`src/rtl/dwu_pkg.sv`:
```
package dwu_pkg;
    localparam int ADDR_W  = 32;
    localparam int EXACT_W = 8;
    localparam int MASK_W  = ADDR_W - EXACT_W;
    localparam int NUM_W   = 5;

    typedef enum logic [1:0] {
        ACC_LOAD  = 2'd0,
        ACC_STORE = 2'd1,
        ACC_SEMA  = 2'd2,
        ACC_PURGE = 2'd3
    } acc_kind_e;

    localparam logic [NUM_W-1:0] TRAP_NUM_NONE  = 5'd0;
    localparam logic [NUM_W-1:0] TRAP_NUM_INSTR = 5'd30;
    localparam logic [NUM_W-1:0] TRAP_NUM_DATA  = 5'd31;
endpackage

```
`src/rtl/dwu_regs.sv`:
```
module dwu_regs
    import dwu_pkg::*;
#(
    parameter int N_IBP = 2,
    parameter int N_DBP = 2,
    parameter int IDX_W = $clog2(2 * (N_IBP + N_DBP))
) (
    input  logic                              clk,
    input  logic                              rst_n,
    input  logic                              unit_en,
    input  logic                              bus_sel,
    input  logic                              bus_wr,
    input  logic [IDX_W-1:0]                  bus_idx,
    input  logic [ADDR_W-1:0]                 bus_wdata,
    output logic [ADDR_W-1:0]                 bus_rdata,
    output logic                              assist_req,
    output logic [N_IBP-1:0][ADDR_W-1:0]      ioff,
    output logic [N_IBP-1:0]                  ien,
    output logic [N_IBP-1:0][MASK_W-1:0]      imask,
    output logic [N_DBP-1:0][ADDR_W-1:0]      doff,
    output logic [N_DBP-1:0]                  drd,
    output logic [N_DBP-1:0]                  dwr,
    output logic [N_DBP-1:0][MASK_W-1:0]      dmask
);
    localparam int DBASE = 2 * N_IBP;

    typedef struct packed {
        logic [N_IBP-1:0][ADDR_W-1:0] ioff;
        logic [N_IBP-1:0]             ien;
        logic [N_IBP-1:0][MASK_W-1:0] imask;
        logic [N_DBP-1:0][ADDR_W-1:0] doff;
        logic [N_DBP-1:0]             drd;
        logic [N_DBP-1:0]             dwr;
        logic [N_DBP-1:0][MASK_W-1:0] dmask;
        logic [ADDR_W-1:0]            rdata;
        logic                         assist;
    } regs_t;

    regs_t s_d, s_q;
    logic [ADDR_W-1:0] rd_word;

    // Read mux: control words are rebuilt with reserved bits forced low
    always_comb begin
        rd_word = '0;
        for (int i = 0; i < N_IBP; i++) begin
            if (int'(bus_idx) == 2 * i)
                rd_word = s_q.ioff[i];
            if (int'(bus_idx) == 2 * i + 1)
                rd_word = {s_q.ien[i], {(EXACT_W-1){1'b0}}, s_q.imask[i]};
        end
        for (int j = 0; j < N_DBP; j++) begin
            if (int'(bus_idx) == DBASE + 2 * j)
                rd_word = s_q.doff[j];
            if (int'(bus_idx) == DBASE + 2 * j + 1)
                rd_word = {s_q.drd[j], s_q.dwr[j], {(EXACT_W-2){1'b0}}, s_q.dmask[j]};
        end
    end

    always_comb begin
        s_d        = s_q;
        s_d.assist = bus_sel && !unit_en;
        if (bus_sel && unit_en) begin
            if (bus_wr) begin
                for (int i = 0; i < N_IBP; i++) begin
                    if (int'(bus_idx) == 2 * i)
                        s_d.ioff[i] = bus_wdata;
                    if (int'(bus_idx) == 2 * i + 1) begin
                        s_d.ien[i]   = bus_wdata[ADDR_W-1];
                        s_d.imask[i] = bus_wdata[MASK_W-1:0];
                    end
                end
                for (int j = 0; j < N_DBP; j++) begin
                    if (int'(bus_idx) == DBASE + 2 * j)
                        s_d.doff[j] = bus_wdata;
                    if (int'(bus_idx) == DBASE + 2 * j + 1) begin
                        s_d.drd[j]   = bus_wdata[ADDR_W-1];
                        s_d.dwr[j]   = bus_wdata[ADDR_W-2];
                        s_d.dmask[j] = bus_wdata[MASK_W-1:0];
                    end
                end
            end else begin
                s_d.rdata = rd_word;
            end
        end
    end

    always_ff @(posedge clk) begin
        if (!rst_n) s_q <= '0;
        else        s_q <= s_d;
    end

    assign bus_rdata  = s_q.rdata;
    assign assist_req = s_q.assist;
    assign ioff       = s_q.ioff;
    assign ien        = s_q.ien;
    assign imask      = s_q.imask;
    assign doff       = s_q.doff;
    assign drd        = s_q.drd;
    assign dwr        = s_q.dwr;
    assign dmask      = s_q.dmask;
endmodule

```
`src/rtl/dwu_addr_cmp.sv`:
```
module dwu_addr_cmp
    import dwu_pkg::*;
(
    input  logic [ADDR_W-1:0] addr,
    input  logic [ADDR_W-1:0] ref_addr,
    input  logic [MASK_W-1:0] dont_care,
    output logic              hit
);
    logic [ADDR_W-1:0] care;

    always_comb begin
        care = {{EXACT_W{1'b1}}, ~dont_care};
        hit  = ((addr ^ ref_addr) & care) == '0;
    end
endmodule

```
`src/rtl/dwu_trap_sel.sv`:
```
module dwu_trap_sel
    import dwu_pkg::*;
#(
    parameter int N_IBP = 2,
    parameter int N_DBP = 2
) (
    input  logic             fetch_valid,
    input  logic [N_IBP-1:0] ihit,
    input  logic [N_IBP-1:0] ien,
    input  logic             mem_valid,
    input  logic             mem_nullified,
    input  logic [1:0]       mem_kind,
    input  logic [N_DBP-1:0] dhit,
    input  logic [N_DBP-1:0] drd,
    input  logic [N_DBP-1:0] dwr,
    input  logic             dbg_en,
    input  logic             instr_off,
    input  logic             data_off,
    output logic             take_instr,
    output logic             take_data
);
    logic             kind_rd, kind_wr;
    logic [N_IBP-1:0] iarm;
    logic [N_DBP-1:0] darm;
    logic             data_raw;

    always_comb begin
        kind_rd = (mem_kind == ACC_LOAD) || (mem_kind == ACC_SEMA);
        kind_wr = (mem_kind == ACC_STORE) || (mem_kind == ACC_SEMA)
                || (mem_kind == ACC_PURGE);
        iarm    = ihit & ien;
        darm    = dhit & ((drd & {N_DBP{kind_rd}}) | (dwr & {N_DBP{kind_wr}}));
        take_instr = fetch_valid && (|iarm) && dbg_en && !instr_off;
        data_raw   = mem_valid && !mem_nullified && (|darm) && dbg_en && !data_off;
        take_data  = data_raw && !take_instr;
    end
endmodule

```
`src/rtl/dbg_watch_unit.sv`:
```
module dbg_watch_unit
    import dwu_pkg::*;
#(
    parameter int N_IBP = 2,
    parameter int N_DBP = 2,
    parameter int IDX_W = $clog2(2 * (N_IBP + N_DBP))
) (
    input  logic              clk,
    input  logic              rst_n,
    input  logic              unit_en,
    input  logic              bus_sel,
    input  logic              bus_wr,
    input  logic [IDX_W-1:0]  bus_idx,
    input  logic [31:0]       bus_wdata,
    output logic [31:0]       bus_rdata,
    output logic              assist_req,
    input  logic              dbg_en,
    input  logic              instr_off,
    input  logic              data_off,
    input  logic              fetch_valid,
    input  logic [31:0]       fetch_addr,
    input  logic              fetch_nullified,
    input  logic              mem_valid,
    input  logic [31:0]       mem_addr,
    input  logic [1:0]        mem_kind,
    input  logic              mem_nullified,
    output logic              itrap,
    output logic              dtrap,
    output logic [4:0]        trap_num,
    output logic [31:0]       iaq_addr,
    output logic [31:0]       ior_addr
);
    logic [N_IBP-1:0][ADDR_W-1:0] ioff;
    logic [N_IBP-1:0]             ien;
    logic [N_IBP-1:0][MASK_W-1:0] imask;
    logic [N_DBP-1:0][ADDR_W-1:0] doff;
    logic [N_DBP-1:0]             drd, dwr;
    logic [N_DBP-1:0][MASK_W-1:0] dmask;
    logic [N_IBP-1:0]             ihit;
    logic [N_DBP-1:0]             dhit;
    logic                         take_instr, take_data;

    // nullification does not gate instruction matches
    logic unused_fetch_null;
    assign unused_fetch_null = fetch_nullified;

    dwu_regs #(.N_IBP(N_IBP), .N_DBP(N_DBP), .IDX_W(IDX_W)) u_regs (
        .clk(clk), .rst_n(rst_n), .unit_en(unit_en),
        .bus_sel(bus_sel), .bus_wr(bus_wr), .bus_idx(bus_idx),
        .bus_wdata(bus_wdata), .bus_rdata(bus_rdata), .assist_req(assist_req),
        .ioff(ioff), .ien(ien), .imask(imask),
        .doff(doff), .drd(drd), .dwr(dwr), .dmask(dmask)
    );

    for (genvar gi = 0; gi < N_IBP; gi++) begin : g_icmp
        dwu_addr_cmp u_cmp (
            .addr(fetch_addr), .ref_addr(ioff[gi]),
            .dont_care(imask[gi]), .hit(ihit[gi])
        );
    end

    for (genvar gj = 0; gj < N_DBP; gj++) begin : g_dcmp
        dwu_addr_cmp u_cmp (
            .addr(mem_addr), .ref_addr(doff[gj]),
            .dont_care(dmask[gj]), .hit(dhit[gj])
        );
    end

    dwu_trap_sel #(.N_IBP(N_IBP), .N_DBP(N_DBP)) u_sel (
        .fetch_valid(fetch_valid), .ihit(ihit), .ien(ien),
        .mem_valid(mem_valid), .mem_nullified(mem_nullified), .mem_kind(mem_kind),
        .dhit(dhit), .drd(drd), .dwr(dwr),
        .dbg_en(dbg_en), .instr_off(instr_off), .data_off(data_off),
        .take_instr(take_instr), .take_data(take_data)
    );

    typedef struct packed {
        logic              itrap;
        logic              dtrap;
        logic [NUM_W-1:0]  num;
        logic [ADDR_W-1:0] iaq;
        logic [ADDR_W-1:0] ior;
    } out_t;

    out_t o_d, o_q;

    always_comb begin
        o_d       = o_q;
        o_d.itrap = take_instr;
        o_d.dtrap = take_data;
        o_d.num   = TRAP_NUM_NONE;
        if (take_instr) begin
            o_d.num = TRAP_NUM_INSTR;
            o_d.iaq = fetch_addr;
        end else if (take_data) begin
            o_d.num = TRAP_NUM_DATA;
            o_d.ior = mem_addr;
        end
    end

    always_ff @(posedge clk) begin
        if (!rst_n) o_q <= '0;
        else        o_q <= o_d;
    end

    assign itrap    = o_q.itrap;
    assign dtrap    = o_q.dtrap;
    assign trap_num = o_q.num;
    assign iaq_addr = o_q.iaq;
    assign ior_addr = o_q.ior;
endmodule

```
`config.mk`:
```
export PLATFORM = sky130hd
export DESIGN_NAME = dbg_watch_unit
export DESIGN_NICKNAME = d
export VERILOG_FILES = /design/src/rtl/dwu_pkg.sv /design/src/rtl/dwu_regs.sv /design/src/rtl/dwu_addr_cmp.sv /design/src/rtl/dwu_trap_sel.sv /design/src/rtl/dbg_watch_unit.sv
export SDC_FILE = /design/constraint.sdc
export NUM_CORES = 1
export LEC_CHECK = 0
export CAP_MARGIN = 20
export CORE_UTILIZATION = 55
export CTS_CLUSTER_SIZE = 16
export DETAILED_ROUTE_END_ITERATION = 12
export PLACE_DENSITY = 0.86
export SLEW_MARGIN = 20
export SYNTH_ARGS = -nofsm -noshare
export SYNTH_HDL_FRONTEND = slang
export SYNTH_SLANG_ARGS = --single-unit
```
`constraint.sdc`:
```
create_clock -name clk -period 2.4 [get_ports clk]
set_input_delay 0.72 -clock clk [delete_from_list [all_inputs] [get_ports clk]]
set_output_delay 0.72 -clock clk [all_outputs]
set_load 0.05 [all_outputs]
```
Word-level counts from Yosys, hierarchy flattened
Index checks and enable logic that the tools add are counted.
Operators by class
  eq/ne operators: 10
  reductions and logical operators: 37
  multiplexer cells: 10
  bitwise logic cells: 20
Operator list (count)
  $mux 32: 8
  $and 32x32->32: 4
  $logic_not 32->1: 4
  $xor 32x32->32: 4
  $not 24->24: 4
  $reduce_and 3->1: 8
  $eq 3x3->1 const B: 4
  $logic_and 1x1->1: 10
  $mux 5: 2
  $and 2x2->2: 4
  $eq 3x2->1 const B: 2
  $reduce_or 2->1: 3
  $logic_not 1->1: 5
  $eq 2x2->1 const B: 2
  $reduce_and 2->1: 2
  $eq 3x1->1 const B: 1
  $logic_not 3->1: 1
  $logic_or 1x1->1: 3
  $not 1->1: 3
  $eq 2x1->1 const B: 1
  $logic_not 2->1: 1
  $or 2x2->2: 1
Word-level totals
  register bits after elaboration: 334
  bits of input ports: 113

Depth between registers and ports, before layout
  word-level depth: 13
  gate-level depth with buffers: 9
  depth with buffers taken out: 7

Modules after synthesis
From an unflattened synthesis, not the netlist that was laid out.
Second synthesis, totals
  cell total of the unflattened synthesis: 1906
  area, all modules: 15717.6 sq um
By module, submodules not included
  dwu_regs: area each 11397.2 sq um, cells an instance 1438, times used 1, seq. area each 5265.0 sq um
  dbg_watch_unit: area each 2623.8 sq um, cells an instance 255, times used 1, seq. area each 1361.3 sq um
  dwu_addr_cmp: area each 406.6 sq um, cells an instance 51, times used 4, seq. area each 0.0 sq um
  dwu_trap_sel: area each 70.1 sq um, cells an instance 9, times used 1, seq. area each 0.0 sq um

Worst setup path after synthesis
OpenSTA, ideal clock, no wires.
  kind: input -> register
  start: input fetch_addr[22]
  end: register o_q, in the netlist ior_addr[10]
  arrival time: 2.078 ns
  required time: 2.257 ns
  setup slack: 0.179 ns
  stages on the path: 9
  cells stage by stage: xnor2_1 > o22ai_1 > nor4_4 > nand4_2 > a21o_1 > buf_6 > buf_6 > nand3_2 > a21oi_2
On the way
  word-level cells in the longest chain between the ends: 11
  elaborated cells between the ends (all ways): 15
RTL lines
  start, declared: RTL line dbg_watch_unit.sv:21  | input logic [31:0] fetch_addr,
  $xor 32x32->32: RTL line dwu_addr_cmp.sv:13  | hit = ((addr ^ ref_addr) & care) == '0;
  $and 32x32->32: RTL line dwu_addr_cmp.sv:13
  $logic_not 32->1: RTL line dwu_addr_cmp.sv:13
  $and 2x2->2 (*): RTL line dwu_trap_sel.sv:31  | iarm = ihit & ien;
  $reduce_or 2->1 (*): RTL line dwu_trap_sel.sv:33  | take_instr = fetch_valid && (|iarm) && dbg_en && !instr_off;
  $logic_and 1x1->1 (*) (3 in series): RTL line dwu_trap_sel.sv:33
  $logic_not 1->1: RTL line dwu_trap_sel.sv:35  | take_data = data_raw && !take_instr;
  $logic_and 1x1->1: RTL line dwu_trap_sel.sv:35
  $reduce_and 2->1 (no source line) (*)
  end signal, assigned: RTL line dbg_watch_unit.sv:102  | if (!rst_n) o_q <= '0;
  end signal, assigned: RTL line dbg_watch_unit.sv:103  | else o_q <= o_d;
  end, declared: RTL line dbg_watch_unit.sv:85  | out_t o_d, o_q;
Mark *: on every way between the ends. The rest lies on a longest branch, timed or not.
A chain may end at the register's enable or synchronous reset.

Worst setup path in the final report
  start: input fetch_addr[15]
  end: register o_q, in the netlist iaq_addr[16]
On the way
  word-level cells in the longest chain between the ends: 8
  elaborated cells between the ends (all ways): 11
RTL lines (RTL line)
  $xor 32x32->32: dwu_addr_cmp.sv:13
  $and 32x32->32: dwu_addr_cmp.sv:13
  $logic_not 32->1: dwu_addr_cmp.sv:13
  $and 2x2->2 (*): dwu_trap_sel.sv:31
  $reduce_or 2->1 (*): dwu_trap_sel.sv:33
  $logic_and 1x1->1 (*) (3 in series): dwu_trap_sel.sv:33
Marks and branches as above.

==> flow_metrics.py <==
metrics = {
    "outcome": {
        "outcome": "finished, violations left",
        "violations": "negative setup slack",
    },
    "pwr": {
        "pwr-share-seq_pct": 46.4,
        "p_switching_mw": 2.98,
        "power_density_nw_per_um2": 584,
        "p_clk_share_pct": 43.6,
        "combPwrFrac_pct": 10.0,
        "internal-power_mw": 9.03,
        "swShare_pct": 24.8,
        "leakage_nw": 8.01,
        "irDropWorstVdd_mv": 0.552,
        "total_power_mw": 12.0,
    },
    "clock_tree": {
        "clkTransAtPathRegs_ps": 60,
        "numCtsBuffers": 35,
        "root_buffer": "clkbuf_16",
        "clk_latency_ps": 530,
        "clock_sinks": 331,
        "cts_buffer_depth": 3,
        "cts_tree": "done",
        "htree_levels": 2,
    },
    "worst_setup_path": {
        "cp_max_fo": 10,
        "reg2regPathDepth": 9,
        "endpoint_kind": "flip-flop",
        "cp_slowest_cell": "nor4_1",
        "required_ps": 2800,
        "r2r-start": "u_regs.ioff[14]",
        "crit_path_start_kind": "input port",
        "timing.setup.critical_path_class": "input port to flip-flop",
        "arrival_ps": 3070,
        "crit_family": "buffers and inverters",
        "worst_path_largest_cell_delay_ps": 470,
        "worst_r2r_endpoint": "iaq_addr[16]",
        "cp_num_buf_inv": 3,
        "reg2reg_slack_ps": -60,
        "path_cells": "dlygate4sd2_1 -> xnor2_1 -> o22ai_1 -> nor4_1 -> nand4_1 -> buf_6 -> a21o_4 -> clkbuf_16 -> nand2_1 -> a21oi_2",
    },
    "timing": {
        "tightest_slew_ps": 837,
        "min_period_ps": 2670,
        "hold_viol": 0,
        "hold_ws_ps": 453,
        "max_freq_mhz": 375,
        "drv_slew": 0,
        "finalSetupTns_ps": -15060,
        "slew_headroom_pct": 42.7,
        "fin_crit_sh_pct": 111,
        "setup_viol": 65,
        "fin_ws_ps": -269,
        "rsz0062_at_grt": "yes",
        "skew_ps": 20.6,
    },
    "synth": {
        "synth_ff_type": "dfxtp_1",
        "async_flop_share_pct": 0,
        "syn_area_um2": 15500,
        "synth_cells": 1867,
        "synth_edf_count": 0,
        "yosysWarnings": 0,
        "avgSynthCellArea_um2": 8.31,
        "ys_types": 45,
        "postSynthRegisterBits": 331,
        "ys_seq_area_share_pct": 42.7,
        "synth_nets": 1980,
    },
    "detailed_routing": {
        "vias": 16100,
        "drc_errors": 0,
        "wl_mm": 59.4,
        "avgRoutedWirePerCell_um": 23.8,
        "drt_iter0_drc": 2670,
        "dr.pass1.iters": 6,
        "ant_nets": 0,
        "via_per_inst": 6.45,
    },
    "die": {
        "start_util_pct": 55.9,
        "dieArea_um2": 28900,
        "ios": 217,
        "rows": 61,
        "dieHeight_um": 170,
        "core-area_um2": 27800,
        "die_w_um": 170,
    },
    "flow_run": {
        "maxCapViolCount": 0,
    },
    "worst_hold_path": {
        "whs_path_depth": 2,
        "hp-class": "flip-flop to flip-flop",
        "min_delay_worst_endpoint": "iaq_addr[21]",
        "min-delay-start": "iaq_addr[21]",
    },
    "placement": {
        "dp.final_hpwl_mm": 36.5,
        "io_buffers": 215,
        "place_congestion": 0.964,
        "post_dp_cell_area_um2": 18600,
    },
    "layout": {
        "syn2layout_area_growth_pct": 32.5,
        "nets": 2215,
        "nFillCells": 1831,
        "drive_gt1_share_pct": 18.8,
        "fin_area_um2": 20600,
    },
    "grt": {
        "grt_pass1_vias": 15200,
        "antenna_found_initial": 4,
        "grt_start_max_net_pins": 47,
        "grt_pass1_wl_mm": 83.6,
        "grt_overflow": 0,
        "grt_usage_pct": 37.4,
    },
}
power by group through the flow:
stage	Combinational [mW]	Sequential (mW)	Clock (mW)
finish	1.20	5.57	5.24
floorplan	0.515	5.72	0
global placement	1.10	5.69	0
detailed placement	1.12	5.69	0
global route	1.23	5.57	5.43
CTS	1.11	5.57	5.18
worst register-to-register path, cell delays in order (launching register included):
cell	delay (ps)
dfxtp_1	390
xnor2_1	160
o22ai_1	260
nor4_1	470
nand4_1	210
buf_6	190
a21o_4	310
clkbuf_16	210
nand2_1	90
a21oi_2	50
worst max-delay path by stage:
stage                    from  slack [ps]  depth (start not counted)            to
6_report       fetch_addr[15]        -270                         10  iaq_addr[16]
5_1_grt        fetch_addr[15]        -300                         10  ior_addr[31]
4_1_cts        fetch_addr[29]         -20                          9  ior_addr[17]
3_5_place_dp    fetch_addr[2]        -610                          9   iaq_addr[9]
3_3_place_gp     mem_addr[22]        -550                          9   ior_addr[0]
2_1_floorplan  fetch_addr[22]         180                          9  ior_addr[10]
flip-flops by register name, indices dropped and copies added (netlist names):
register / cells
u_regs.doff: 64
u_regs.ioff: 64
u_regs.dmask: 48
u_regs.imask: 48
iaq_addr: 32
ior_addr: 32
u_regs.bus_rdata: 32
trap_num: 2
u_regs.drd: 2
u_regs.dwr: 2
u_regs.ien: 2
dtrap: 1
itrap: 1
u_regs.assist_req: 1
timing repair:
| item | CTS | global route |
|---|---|---|
| hold buffers | 0 | 0 |
| buffers inserted | 5 | 9 |
| endpoints found under the hold margin | 0 | 0 |
| gates resized for setup | 82 | 124 |
| pin swaps | 11 | 34 |
| endpoints found under the setup margin | 94 | 115 |
| gates cloned | 3 | 10 |
cells in the final DEF, fill, tap and decap left out, types with 7 or more instances in the layout:
cell type,instances
clkbuf_16,43
nand2_2,7
o22ai_1,57
o22ai_2,12
nand3_2,33
mux2_2,26
a21oi_2,40
o21ai_1,28
buf_6,11
clkbuf_1,8
a21oi_1,280
mux4_2,31
xnor2_2,19
buf_4,88
buf_12,36
a2111oi_0,25
xnor2_1,108
dfxtp_1,331
dlygate4sd2_1,61
nand2_1,518
clkdlybuf4s50_1,73
nor3_1,7
nor2_1,94
clkbuf_8,7
dlymetal6s2s_1,75
nand4_1,13
per-layer routing:
metal	up-vias	global-route usage, %	share of wire (%)
met2	1426	59.2	45
li1	6835	-	-
met1	7497	46.6	34
met3	373	8.05	14
met4	0	22.8	7.3
met5	-	0	0
stage by stage:
stage / utilization [%] / setup WS, ps / cells
6_report: 74.0 / -269 / 2502
2_1_floorplan: - / 179 / 1867
5_1_grt: 74.0 / -299 / 2502
4_1_cts: 71.4 / -21.0 / 2480
3_5_place_dp: 67.0 / -605 / 2416
3_3_place_gp: 67.0 / -554 / 2416
cells in the mapped netlist (2+ instances only):
cell       number  area [um^2]
a21o_1          2         15.0
nor3_1         11         55.1
mux4_2         31          698
a21oi_1       280         1400
o21ai_0         8         40.0
o2bb2ai_1       2         17.5
a2111oi_0      25          219
nand2_1       518         1940
or2_2           3         18.8
nand2b_1        7         43.8
nor4_2          6         75.1
o22ai_1        69          432
or3_1           2         12.5
o21ai_2         2         17.5
a21oi_2        40          350
nand2_2         7         43.8
a22oi_1         6         45.0
buf_4          31          233
nor4_1          8         50.1
nand3_1         7         35.0
o21ai_1        25          125
nor2_1         96          360
nor4_4          2         42.5
nand3_2        31          310
nand3b_1        3         22.5
nand4_2         2         25.0
buf_6          16          180
mux2_2         26          293
and3_1          2         12.5
clkbuf_1       98          368
a21oi_4         3         48.8
xnor2_1       128         1120
dfxtp_1       331         6630
buf_2          15         75.1
o211ai_1        2         15.0
nand4_1        13         81.3
layout make-up:
| class | count | area, um^2 | share of cell area [%] |
|---|---|---|---|
| inverters | 1 | 11.3 | 0.0548 |
| repair buffers | 358 | 3970 | 19.3 |
| clock buffers | 52 | 1050 | 5.12 |
| diodes | 3 | 7.51 | 0.0365 |
| flip-flops and latches | 331 | 6630 | 32.2 |
| well taps | 378 | 473 | 2.30 |
| clock inverters | 4 | 22.5 | 0.110 |
| multi-input cells | 1375 | 8390 | 40.8 |
cell families after synthesis:
logic type | synth area share [%]
AO/OA/AOI/OAI | 17.6
XOR/XNOR | 7.22
buffers and inverters | 5.56
flip-flops | 42.7
multiplexers | 6.45
AND/OR/NAND/NOR | 20.4
Note: power is estimated with default switching activity, not from simulation.
